--- config.mk ---
export PLATFORM = sky130hd
export DESIGN_NAME = sarseq_top
export DESIGN_NICKNAME = d
export VERILOG_FILES = /design/src/rtl/sarseq_pkg.sv /design/src/rtl/sarseq_edges.sv /design/src/rtl/sarseq_cmd.sv /design/src/rtl/sarseq_sar.sv /design/src/rtl/sarseq_mux.sv /design/src/rtl/sarseq_top.sv
export SDC_FILE = /design/constraint.sdc
export NUM_CORES = 1
export LEC_CHECK = 0
export BUFFER_PORTS_ARGS = -buffer_cell sky130_fd_sc_hd__buf_2
export CORE_ASPECT_RATIO = 0.6
export CORE_MARGIN = 2
export CORE_UTILIZATION = 51
export DETAILED_ROUTE_END_ITERATION = 16
export GPL_TIMING_DRIVEN = 1
export PLACE_DENSITY = 0.82
export SYNTH_ARGS = -nofsm -noshare
export SYNTH_HDL_FRONTEND = slang
export SYNTH_SLANG_ARGS = --single-unit
--- constraint.sdc ---
create_clock -name clk -period 1.5 [get_ports clk]
set_input_delay 0.225 -clock clk [delete_from_list [all_inputs] [get_ports clk]]
set_output_delay 0.225 -clock clk [all_outputs]
set_load 0.01 [all_outputs]
--- src/rtl/sarseq_pkg.sv ---
package sarseq_pkg;

   typedef enum logic [1:0] {
      PH_WAIT = 2'd0,
      PH_CMD  = 2'd1,
      PH_CONV = 2'd2,
      PH_DONE = 2'd3
   } phase_t;

   localparam logic [1:0] PWR_FULL_OFF = 2'b00;
   localparam logic [1:0] PWR_FAST_OFF = 2'b01;
   localparam logic [1:0] PWR_REDUCED  = 2'b10;
   localparam logic [1:0] PWR_NORMAL   = 2'b11;

endpackage

--- src/rtl/sarseq_edges.sv ---
// Oversamples the serial pins and turns them into one-cycle edge events.
module sarseq_edges (
   input  logic clk,
   input  logic rst_n,
   input  logic sclk,
   input  logic cs_n,
   input  logic shdn_n,
   output logic rise,
   output logic fall,
   output logic abort,
   output logic sel_q,
   output logic awake_q
);
   logic sclk_q;

   always_ff @(posedge clk) begin
      if (!rst_n) begin
         sclk_q  <= 1'b0;
         sel_q   <= 1'b0;
         awake_q <= 1'b1;
      end else begin
         sclk_q  <= sclk;
         sel_q   <= !cs_n;
         awake_q <= shdn_n;
      end
   end

   assign abort = cs_n || !shdn_n;
   assign rise  = sclk && !sclk_q && !abort;
   assign fall  = !sclk && sclk_q && !abort;
endmodule

--- src/rtl/sarseq_cmd.sv ---
// Shift register for the control word, with a start-bit detector and a bit counter.
module sarseq_cmd #(
   parameter int CW_BITS = 8
) (
   input  logic                               clk,
   input  logic                               rst_n,
   input  logic                               clr,
   input  logic                               rise,
   input  logic                               din,
   input  logic                               start_ok,
   input  logic                               shift_ok,
   output logic [CW_BITS-1:0]                 word,
   output logic [$clog2(CW_BITS+1)-1:0]       nbits
);
   localparam int CNT_W = $clog2(CW_BITS + 1);
   localparam logic [CNT_W-1:0] FULL = CNT_W'(CW_BITS);

   always_ff @(posedge clk) begin
      if (!rst_n) begin
         word  <= '0;
         nbits <= '0;
      end else if (clr) begin
         nbits <= '0;
      end else if (rise) begin
         if (start_ok) begin
            if (din) begin
               word  <= CW_BITS'(1);
               nbits <= CNT_W'(1);
            end
         end else if (shift_ok && nbits < FULL) begin
            word  <= {word[CW_BITS-2:0], din};
            nbits <= nbits + CNT_W'(1);
         end
      end
   end
endmodule

--- src/rtl/sarseq_sar.sv ---
// Successive-approximation register; it also serves as the serial result source.
module sarseq_sar #(
   parameter int RES_BITS     = 12,
   parameter bit TWOS_BIPOLAR = 1'b1
) (
   input  logic                clk,
   input  logic                rst_n,
   input  logic                clr,
   input  logic                begin_conv,
   input  logic                decide,
   input  logic                emit,
   input  logic                quiet,
   input  logic                cmp_in,
   input  logic                bipolar,
   output logic [RES_BITS-1:0] dac_code,
   output logic                dout,
   output logic                last
);
   localparam int IDX_W = $clog2(RES_BITS);
   localparam logic [IDX_W-1:0] TOP_IDX = IDX_W'(RES_BITS - 1);
   localparam logic [RES_BITS-1:0] MID = {1'b1, {(RES_BITS-1){1'b0}}};

   logic [IDX_W-1:0] idx;
   logic             cur_bit;
   logic             coded;

   assign cur_bit = dac_code[idx];
   assign last    = (idx == '0);

   generate
      if (TWOS_BIPOLAR) begin : g_twos
         assign coded = cur_bit ^ (bipolar && (idx == TOP_IDX));
      end else begin : g_offset
         logic unused_bip;
         assign unused_bip = bipolar;
         assign coded      = cur_bit;
      end
   endgenerate

   always_ff @(posedge clk) begin
      if (!rst_n) begin
         dac_code <= '0;
         idx      <= '0;
         dout     <= 1'b0;
      end else if (clr) begin
         dac_code <= '0;
         idx      <= '0;
         dout     <= 1'b0;
      end else if (begin_conv) begin
         dac_code <= MID;
         idx      <= TOP_IDX;
      end else if (decide) begin
         dac_code[idx] <= cmp_in;
      end else if (emit) begin
         dout <= coded;
         if (idx != '0) begin
            dac_code[idx - IDX_W'(1)] <= 1'b1;
            idx <= idx - IDX_W'(1);
         end
      end else if (quiet) begin
         dout <= 1'b0;
      end
   end
endmodule

--- src/rtl/sarseq_mux.sv ---
// Decodes the latched input configuration into analog multiplexer selects.
module sarseq_mux #(
   parameter int CH_BITS = 2
) (
   input  logic                      track,
   input  logic                      hold,
   input  logic [CH_BITS-1:0]        cfg_ch,
   input  logic                      cfg_sgl,
   output logic [(1<<CH_BITS)-1:0]   pos_sel,
   output logic [(1<<CH_BITS)-1:0]   neg_sel,
   output logic                      neg_com
);
   localparam int NCH = 1 << CH_BITS;

   logic [CH_BITS-1:0] partner;
   assign partner = cfg_ch ^ CH_BITS'(1);

   generate
      for (genvar c = 0; c < NCH; c++) begin : g_ch
         assign pos_sel[c] = track && (cfg_ch == CH_BITS'(c));
         assign neg_sel[c] = hold && !cfg_sgl && (partner == CH_BITS'(c));
      end
   endgenerate

   assign neg_com = hold && cfg_sgl;
endmodule

--- src/rtl/sarseq_top.sv ---
module sarseq_top #(
   parameter int RES_BITS     = 12,
   parameter int CH_BITS      = 2,
   parameter int CW_BITS      = 8,
   parameter int ACQ_CYCLES   = 3,
   parameter bit TWOS_BIPOLAR = 1'b1
) (
   input  logic                     clk,
   input  logic                     rst_n,
   input  logic                     cs_n,
   input  logic                     sclk,
   input  logic                     din,
   input  logic                     shdn_n,
   input  logic                     cmp_in,
   output logic                     dout,
   output logic                     dout_oe,
   output logic                     sstrb,
   output logic                     track,
   output logic [(1<<CH_BITS)-1:0]  pos_sel,
   output logic [(1<<CH_BITS)-1:0]  neg_sel,
   output logic                     neg_com,
   output logic [RES_BITS-1:0]      dac_code,
   output logic [1:0]               pwr_ctl
);
   import sarseq_pkg::*;

   localparam int CNT_W    = $clog2(CW_BITS + 1);
   localparam int CH_LO    = CW_BITS - 1 - CH_BITS;
   localparam int BIP_POS  = CH_LO - 1;
   localparam int SGL_POS  = CH_LO - 2;
   localparam int TRACK_AT = CW_BITS - ACQ_CYCLES;
   localparam int P_CH     = CH_LO - ACQ_CYCLES;
   localparam int P_BIP    = BIP_POS - ACQ_CYCLES;
   localparam int P_SGL    = SGL_POS - ACQ_CYCLES;

   generate
      if (RES_BITS < 2) begin : g_bad_res
         $error("sarseq_top: RES_BITS must be at least 2");
      end
      if (CH_BITS < 1) begin : g_bad_ch
         $error("sarseq_top: CH_BITS must be at least 1");
      end
      if (CW_BITS < CH_BITS + 5) begin : g_bad_cw
         $error("sarseq_top: CW_BITS too small for the word layout");
      end
      if (ACQ_CYCLES < 1 || ACQ_CYCLES > SGL_POS) begin : g_bad_acq
         $error("sarseq_top: ACQ_CYCLES must leave the mode bits received");
      end
   endgenerate

   logic rise, fall, abort, sel_q, awake_q;
   logic [CW_BITS-1:0] word;
   logic [CNT_W-1:0]   nbits;
   phase_t             phase;
   logic               hold, decided, last;
   logic [CH_BITS-1:0] cfg_ch;
   logic               cfg_bip, cfg_sgl;
   logic [1:0]         mode_q;
   logic               start_ok, shift_ok;
   logic               acq_begin, acq_end, emit;

   sarseq_edges u_edges (
      .clk     (clk),
      .rst_n   (rst_n),
      .sclk    (sclk),
      .cs_n    (cs_n),
      .shdn_n  (shdn_n),
      .rise    (rise),
      .fall    (fall),
      .abort   (abort),
      .sel_q   (sel_q),
      .awake_q (awake_q)
   );

   assign start_ok = (phase == PH_WAIT) || (phase == PH_DONE);
   assign shift_ok = (phase == PH_CMD);

   sarseq_cmd #(.CW_BITS(CW_BITS)) u_cmd (
      .clk      (clk),
      .rst_n    (rst_n),
      .clr      (abort),
      .rise     (rise),
      .din      (din),
      .start_ok (start_ok),
      .shift_ok (shift_ok),
      .word     (word),
      .nbits    (nbits)
   );

   assign acq_begin = (phase == PH_CMD) && fall && !track && (nbits == CNT_W'(TRACK_AT));
   assign acq_end   = (phase == PH_CMD) && fall && (nbits == CNT_W'(CW_BITS));
   assign emit      = (phase == PH_CONV) && fall && decided;

   always_ff @(posedge clk) begin
      if (!rst_n) begin
         phase   <= PH_WAIT;
         track   <= 1'b0;
         hold    <= 1'b0;
         sstrb   <= 1'b0;
         decided <= 1'b0;
         cfg_ch  <= '0;
         cfg_bip <= 1'b0;
         cfg_sgl <= 1'b0;
         mode_q  <= PWR_NORMAL;
      end else if (abort) begin
         phase   <= PH_WAIT;
         track   <= 1'b0;
         hold    <= 1'b0;
         sstrb   <= 1'b0;
         decided <= 1'b0;
      end else begin
         unique case (phase)
            PH_WAIT, PH_DONE: begin
               if (rise && din) phase <= PH_CMD;
            end
            PH_CMD: begin
               if (acq_begin) begin
                  track   <= 1'b1;
                  cfg_ch  <= word[P_CH +: CH_BITS];
                  cfg_bip <= word[P_BIP];
                  cfg_sgl <= word[P_SGL];
               end else if (acq_end) begin
                  track   <= 1'b0;
                  hold    <= 1'b1;
                  sstrb   <= 1'b1;
                  decided <= 1'b0;
                  phase   <= PH_CONV;
               end
            end
            PH_CONV: begin
               if (rise) begin
                  decided <= 1'b1;
               end else if (emit) begin
                  decided <= 1'b0;
                  sstrb   <= 1'b0;
                  if (last) begin
                     phase  <= PH_DONE;
                     hold   <= 1'b0;
                     mode_q <= word[1:0];
                  end
               end
            end
            default: phase <= PH_WAIT;
         endcase
      end
   end

   sarseq_sar #(.RES_BITS(RES_BITS), .TWOS_BIPOLAR(TWOS_BIPOLAR)) u_sar (
      .clk        (clk),
      .rst_n      (rst_n),
      .clr        (abort),
      .begin_conv (acq_end),
      .decide     ((phase == PH_CONV) && rise),
      .emit       (emit),
      .quiet      ((phase == PH_DONE) && fall),
      .cmp_in     (cmp_in),
      .bipolar    (cfg_bip),
      .dac_code   (dac_code),
      .dout       (dout),
      .last       (last)
   );

   sarseq_mux #(.CH_BITS(CH_BITS)) u_mux (
      .track   (track),
      .hold    (hold),
      .cfg_ch  (cfg_ch),
      .cfg_sgl (cfg_sgl),
      .pos_sel (pos_sel),
      .neg_sel (neg_sel),
      .neg_com (neg_com)
   );

   assign dout_oe = sel_q;
   assign pwr_ctl = !awake_q ? PWR_FULL_OFF : (sel_q ? PWR_NORMAL : mode_q);

endmodule

### After elaboration in Yosys (flattened, before gate mapping)

Cells that the tools add are included.

| cells by class | value |
|---|---|
| add/subtract/negate cells | 2 |
| order comparisons | 5 |
| equality and inequality tests | 21 |
| multiplexer cells | 46 |
| bitwise logic cells | 8 |
| reduce and logical (&&, ||, !) cells | 68 |

Operators with widths:

| cell | count |
|---|---|
| 12-bit 2-to-1 mux | 4 |
| 4-bit 2-to-1 mux | 10 |
| 1-bit logical AND | 27 |
| 1-bit 2-to-1 mux | 16 |
| 2-bit 2-to-1 mux | 8 |
| 2-bit inequality test, second input constant | 8 |
| 2-bit nonzero test | 8 |
| 3-bit AND reduction | 5 |
| 12-bit bitwise mux | 1 |
| 2-bit equality test, second input constant | 6 |
| 12-bit bitwise OR | 1 |
| 6-bit AND reduction | 2 |
| 4-bit by 5-bit < comparator with 1-bit output, second input constant | 2 |
| 5-bit AND reduction | 2 |
| 1-bit demux with 4-bit select | 2 |
| 4-bit equality test, second input constant | 2 |
| 4-bit by 1-bit >= comparator with 1-bit output, second input constant | 2 |
| 4-bit AND reduction | 2 |
| 1-bit zero test | 7 |
| 2-bit by 1-bit equality test with 1-bit output, second input constant | 3 |
| 2-bit zero test | 3 |
| 1-bit NOT | 6 |
| 1-bit one-hot mux with 2 select lines | 3 |
| 2-bit one-hot mux with 3 select lines | 1 |
| other kinds (14) | 19 |

| word-level totals | value |
|---|---|
| register bits | 40 |
| input bits | 7 |
| output and inout port bits | 27 |
| logic and storage cells | 169 |

### Logic depth before layout (Yosys ltp)

| depth | value |
|---|---|
| depth after elaboration | 10 |
| mapped depth | 7 |
| mapped depth without buffers | 6 |

### By module

Synthesis repeated with hierarchy kept, for this count alone.

| second synthesis, totals | value |
|---|---|
| cell total of the unflattened synthesis | 263 |
| area total of the unflattened synthesis | 2426.1 µm² |

Modules (own cells, without submodules):

| module | times used | cells each | area each (µm²) | seq. area each (µm²) |
|---|---|---|---|---|
| sarseq_sar | 1 | 120 | 1013.5 | 340.3 |
| sarseq_top | 1 | 75 | 666.9 | 240.2 |
| sarseq_cmd | 1 | 50 | 540.5 | 240.2 |
| sarseq_edges | 1 | 9 | 112.6 | 60.1 |
| sarseq_mux | 1 | 9 | 92.6 | 0.0 |

### Worst setup path after synthesis

OpenSTA, ideal clock, no wires.

| timing | value |
|---|---|
| path type | register -> register |
| start point | register phase[0] |
| end point | register u_cmd.word[3] |
| library setup time | 0.118 ns |
| arrival | 1.460 ns |
| setup slack | -0.078 ns |
| stages on the path, launching flop included | 8 |
| buffers on the path | 1 |
| clock period less this slack | 1.578 ns |
| cells stage by stage | dfxtp_1 -> inv_1 -> ha_1 -> buf_2 -> nor3b_1 -> o21ai_1 -> a22oi_1 -> nor2b_1 |

| on the way | value |
|---|---|
| word-level cells in the longest chain between the ends | 4 |
| elaborated cells on any way between the ends | 9 |

Ends and longest elaborated chain:

| what | line | text |
|---|---|---|
| start: declaration | sarseq_top.sv:54 | `phase_t phase;` |
| start signal: assignment | sarseq_top.sv:96 | `phase <= PH_WAIT;` |
| start signal: assignment | sarseq_top.sv:106 | `phase <= PH_WAIT;` |
| start signal: assignment | sarseq_top.sv:114 | `if (rise && din) phase <= PH_CMD;` |
| 2-bit equality test (tied with other cells) | sarseq_top.sv:75 | `assign start_ok = (phase == PH_WAIT) \|\| (phase == PH_DONE);` |
| 1-bit logical OR or 1-bit logical AND (tied branches) | sarseq_top.sv:75, sarseq_cmd.sv:30 |  |
| 2-bit inequality test (no source line) or 2-bit nonzero test (tied branches) | -- |  |
| 4-bit AND reduction (no source line) | -- |  |
| end signal: assignment | sarseq_cmd.sv:31 | `word <= {word[CW_BITS-2:0], din};` |
| end: declaration | sarseq_cmd.sv:12 | `output logic [CW_BITS-1:0] word,` |

Parallel ways exist; a longest one is shown, timed or not.
A chain may end at the register's enable or synchronous reset.

### Worst setup path in the final report

| timing | value |
|---|---|
| start point | register u_cmd.nbits[0] |
| end point | register decided |

| on the way | value |
|---|---|
| word-level cells in the longest chain between the ends | 4 |
| elaborated cells on any way between the ends | 7 |

Ends and longest elaborated chain:

| what | line | text |
|---|---|---|
| start: declaration | sarseq_cmd.sv:13 | `output logic [$clog2(CW_BITS+1)-1:0] nbits` |
| start signal: assignment | sarseq_cmd.sv:32 | `nbits <= nbits + CNT_W'(1);` |
| 4-bit equality test or 4-bit by 3-bit equality test with 1-bit output (tied branches) | sarseq_top.sv:91, sarseq_top.sv:90 |  |
| 1-bit logical AND, on equally long branches | sarseq_top.sv:91, sarseq_top.sv:90 |  |
| 2-bit inequality test (no source line) | -- |  |
| 4-bit AND reduction (no source line) * | -- |  |
| end signal: assignment | sarseq_top.sv:100 | `decided <= 1'b0;` |
| end signal: assignment | sarseq_top.sv:110 | `decided <= 1'b0;` |
| end signal: assignment | sarseq_top.sv:126 | `decided <= 1'b0;` |
| end: declaration | sarseq_top.sv:55 | `logic hold, decided, last;` |

Every way passes the cells marked *; elsewhere a longest branch is shown, timed or not.

==> qor.yml <==
outcome:
  status: "complete, but fails checks"
  violations: "setup timing"
floorplan:
  num_rows: 18
  start_util_pct: 54.1
  die_h_um: 55.5
  coreArea_um2: 4170
  ios: 34
  die_w_um: 89.8
  dieArea_um2: 4980
grt:
  track_usage_pct: 28.5
  antenna_found_initial: 0
  grt_pass1_wl_mm: 11.2
  grt-ovfl-total: 0
  grt_max_degree: 17
  grt_pass1_vias: 2224
yosys:
  synth-edff-count: 0
  ys_ff_latch: 40
  ys_seq_area_share_pct: 35.5
  syn_area_per_cell_um2: 8.94
  async_reset_ff_share_pct: 0
  post_synth_instance_area_um2: 2250
  synth_nets: 265
  synth_cell_types: 55
  synth_cells: 252
  ys_warn_count: 0
  synth_top_flop_cell: "dfxtp_1"
clock_network:
  ctsRootBufferMaster: "clkbuf_8"
  cts_buffers: 5
  cts_tree: "done"
  clk_pin_slew_ns: 0.08
  htreeDepth: 2
  clk_latency_ns: 0.30
  cts_sinks: 40
  clockBufferDepth: 2
power_and_ir_drop:
  p_seq_share_pct: 51.5
  intPower_uw: 1610
  p_comb_share_pct: 5.4
  p_leak_uw: 0.00127
  peakVddDrop_mv: 0.467
  power.switching_uw: 473
  swShare_pct: 22.8
  pwr_density_cell_nw_per_um2: 678
  p_clk_share_pct: 43.1
sta:
  fmax_mhz: 644
  setup_ws_ns: -0.0533
  fin_crit_ns: 1.55
  final-setup-viol-count: 5
  finalMaxSlewViolations: 0
  clock_skew_ns: 0.0127
  final-hold-violation-count: 0
  worst_pin_slew_ns: 0.339
  grt_setup_unrepaired: "yes"
  slew_headroom_pct: 77.2
  whs_ns: 0.141
  min_period_over_period_pct: 104
setup_path:
  timing.rr.end: "decided"
  r2r-start: "u_cmd.nbits[0]"
  worst-endpoint-required_ns: 1.74
  cp-end-kind: "register"
  reg2reg_slack_ns: -0.05
  crit_fanout: 5
  critical_path_class: "register to register"
  startpoint_type: "register"
  crit_arrival_ns: 1.79
  reg2reg_depth: 6
finish:
  areaGrowthSynthToFinish_pct: 36.1
  antenna_cells: 0
  fin_cells: 383
  final_core_util_pct: 73.6
  drive_above_1_share_pct: 42.1
  nNetsFinal: 335
hold_path:
  hold_path_class: "primary input to register"
  holdPathEnd: "u_edges.sel_q"
  min_from: "cs_n"
  holdPathStages: 2
routing:
  wl_mm: 7.14
  drc: 0
  vias_per_cell: 6.18
  dr.pass1.iters: 5
  num_vias: 2366
  wl_per_cell_um: 18.6
  ant_nets: 0
  drt_iter0_drc: 263
flow_run:
  cap_viol_max_count: 0
placement:
  hpwlAfterDp_mm: 4.77
  dp_cells: 372
  place.gp.congestion: 0.895
  portBuffers: 33
[sequential cells by signal (all words and copies together), names as in the netlist]
name	count
u_edges.sel_q	1
u_cmd.nbits	4
sstrb	1
cfg_sgl	1
phase	2
hold	1
u_sar.dout	1
u_edges.awake_q	1
cfg_ch	2
track	1
decided	1
u_edges.sclk_q	1
mode_q	2
u_sar.idx	4
u_sar.dac_code	12
u_cmd.word	4
cfg_bip	1
[worst max-delay path by stage]
| stage | start | slack [ns] | cells past startpoint | to |
|---|---|---|---|---|
| final | u_cmd.nbits[0] | -0.05 | 6 | decided |
| after global routing | u_cmd.nbits[0] | -0.09 | 6 | decided |
| after CTS | phase[1] | -0.002 | 6 | decided |
| after detailed placement | phase[0] | -0.13 | 6 | u_cmd.nbits[3] |
| after global placement | cs_n | -0.05 | 5 | phase[0] |
| after floorplan | phase[0] | 0.009 | 7 | u_cmd.nbits[2] |
[per-layer routing]
layer | up-vias | GRT usage, % | wire length (µm)
met3 | 21 | 8.05 | 712
li1 | 1060 | - | -
met2 | 150 | 40.5 | 3080
met1 | 1135 | 41.1 | 3210
met5 | - | 0 | 0
met4 | 0 | 10.3 | 134
[cells in the mapped netlist (2+ instances only)]
library cell | n | area [µm²]
and3_1 | 4 | 25.0
clkbuf_1 | 6 | 22.5
or3_1 | 3 | 18.8
o21a_1 | 3 | 22.5
mux2i_1 | 16 | 160
mux4_2 | 2 | 45.0
dfxtp_1 | 40 | 801
nor3b_1 | 2 | 15.0
buf_6 | 5 | 56.3
o31ai_1 | 4 | 30.0
buf_2 | 5 | 25.0
and2_1 | 8 | 50.1
nand2_1 | 14 | 52.6
o21ai_0 | 4 | 20.0
o211ai_1 | 2 | 15.0
nor2b_1 | 15 | 93.8
nor2_1 | 9 | 33.8
nand2b_1 | 2 | 12.5
o22ai_1 | 3 | 18.8
nand4_1 | 12 | 75.1
nor3_1 | 3 | 15.0
xnor2_1 | 2 | 17.5
ha_1 | 6 | 75.1
nand3_1 | 19 | 95.1
a22oi_1 | 4 | 30.0
inv_1 | 10 | 37.5
a21oi_1 | 21 | 105
[cell type report]
| cell class | instances | area, µm² |
|---|---|---|
| multi-input combinational | 185 | 1500 |
| clock buffer | 6 | 72.6 |
| clock inverter | 2 | 35.0 |
| tap | 60 | 75.1 |
| inverter | 10 | 40.0 |
| timing repair buffer | 80 | 534 |
| sequential | 40 | 812 |
| fill | 283 | 1100 |
[logic make-up after synthesis]
| logic type | synth area share [%] |
|---|---|
| flip-flops | 35.5 |
| multiplexers | 10.3 |
| AO/OA/AOI/OAI | 16.2 |
| adder cells (fa/ha/maj) | 3.33 |
| XOR/XNOR | 0.777 |
| AND/OR/NAND/NOR | 26.9 |
| buffers and inverters | 7.00 |
[critical path: stages, from the launching register on]
cell and delay (ns):
dfxtp_2 0.34, inv_2 0.09, ha_4 0.13, and3b_2 0.26
a21oi_4 0.09, or4_4 0.43, a21oi_2 0.15
[power groups by stage]
| stage | Sequential, µW | Clock, µW | Combinational [µW] |
|---|---|---|---|
| after detailed placement | 1100 | 0 | 95.3 |
| after global placement | 1100 | 0 | 91.3 |
| final | 1070 | 895 | 113 |
| after global routing | 1070 | 942 | 121 |
| after CTS | 1070 | 884 | 103 |
| after floorplan | 1100 | 0 | 54.2 |
[through the flow]
step	total power, µW	cell area, µm²	setup WS [ns]	TNS (ns)
floorplan	1150	2280	0.00860	0
global placement	1190	2750	-0.0546	-0.467
detailed placement	1190	2750	-0.131	-1.88
CTS	2060	2970	-0.00225	-0.00225
global route	2130	3070	-0.0858	-0.538
finish	2080	3070	-0.0533	-0.106
[what timing repair did]
| item | in CTS | in global routing |
|---|---|---|
| endpoints found under the setup margin | 31 | 33 |
| pin swaps | 5 | 7 |
| cloned | 1 | 0 |
| hold endpoints to repair | 0 | 0 |
| hold buffers | 0 | 0 |
| setup buffers | 0 | 2 |
| gates resized for setup | 26 | 24 |
[layout by cell type (no fill, tap or decap), types with 4 or more instances in the layout]
cell type / n
dfxtp_1: 33
and2_1: 6
nand3_1: 19
mux2i_1: 16
dfxtp_2: 6
inv_2: 4
a21oi_1: 17
nor2b_1: 13
buf_2: 33
nand2_1: 14
clkbuf_8: 5
nand4_1: 12
inv_1: 5
buf_4: 45
nor2_1: 9
No activity file was read; power rests on OpenSTA's default activity.
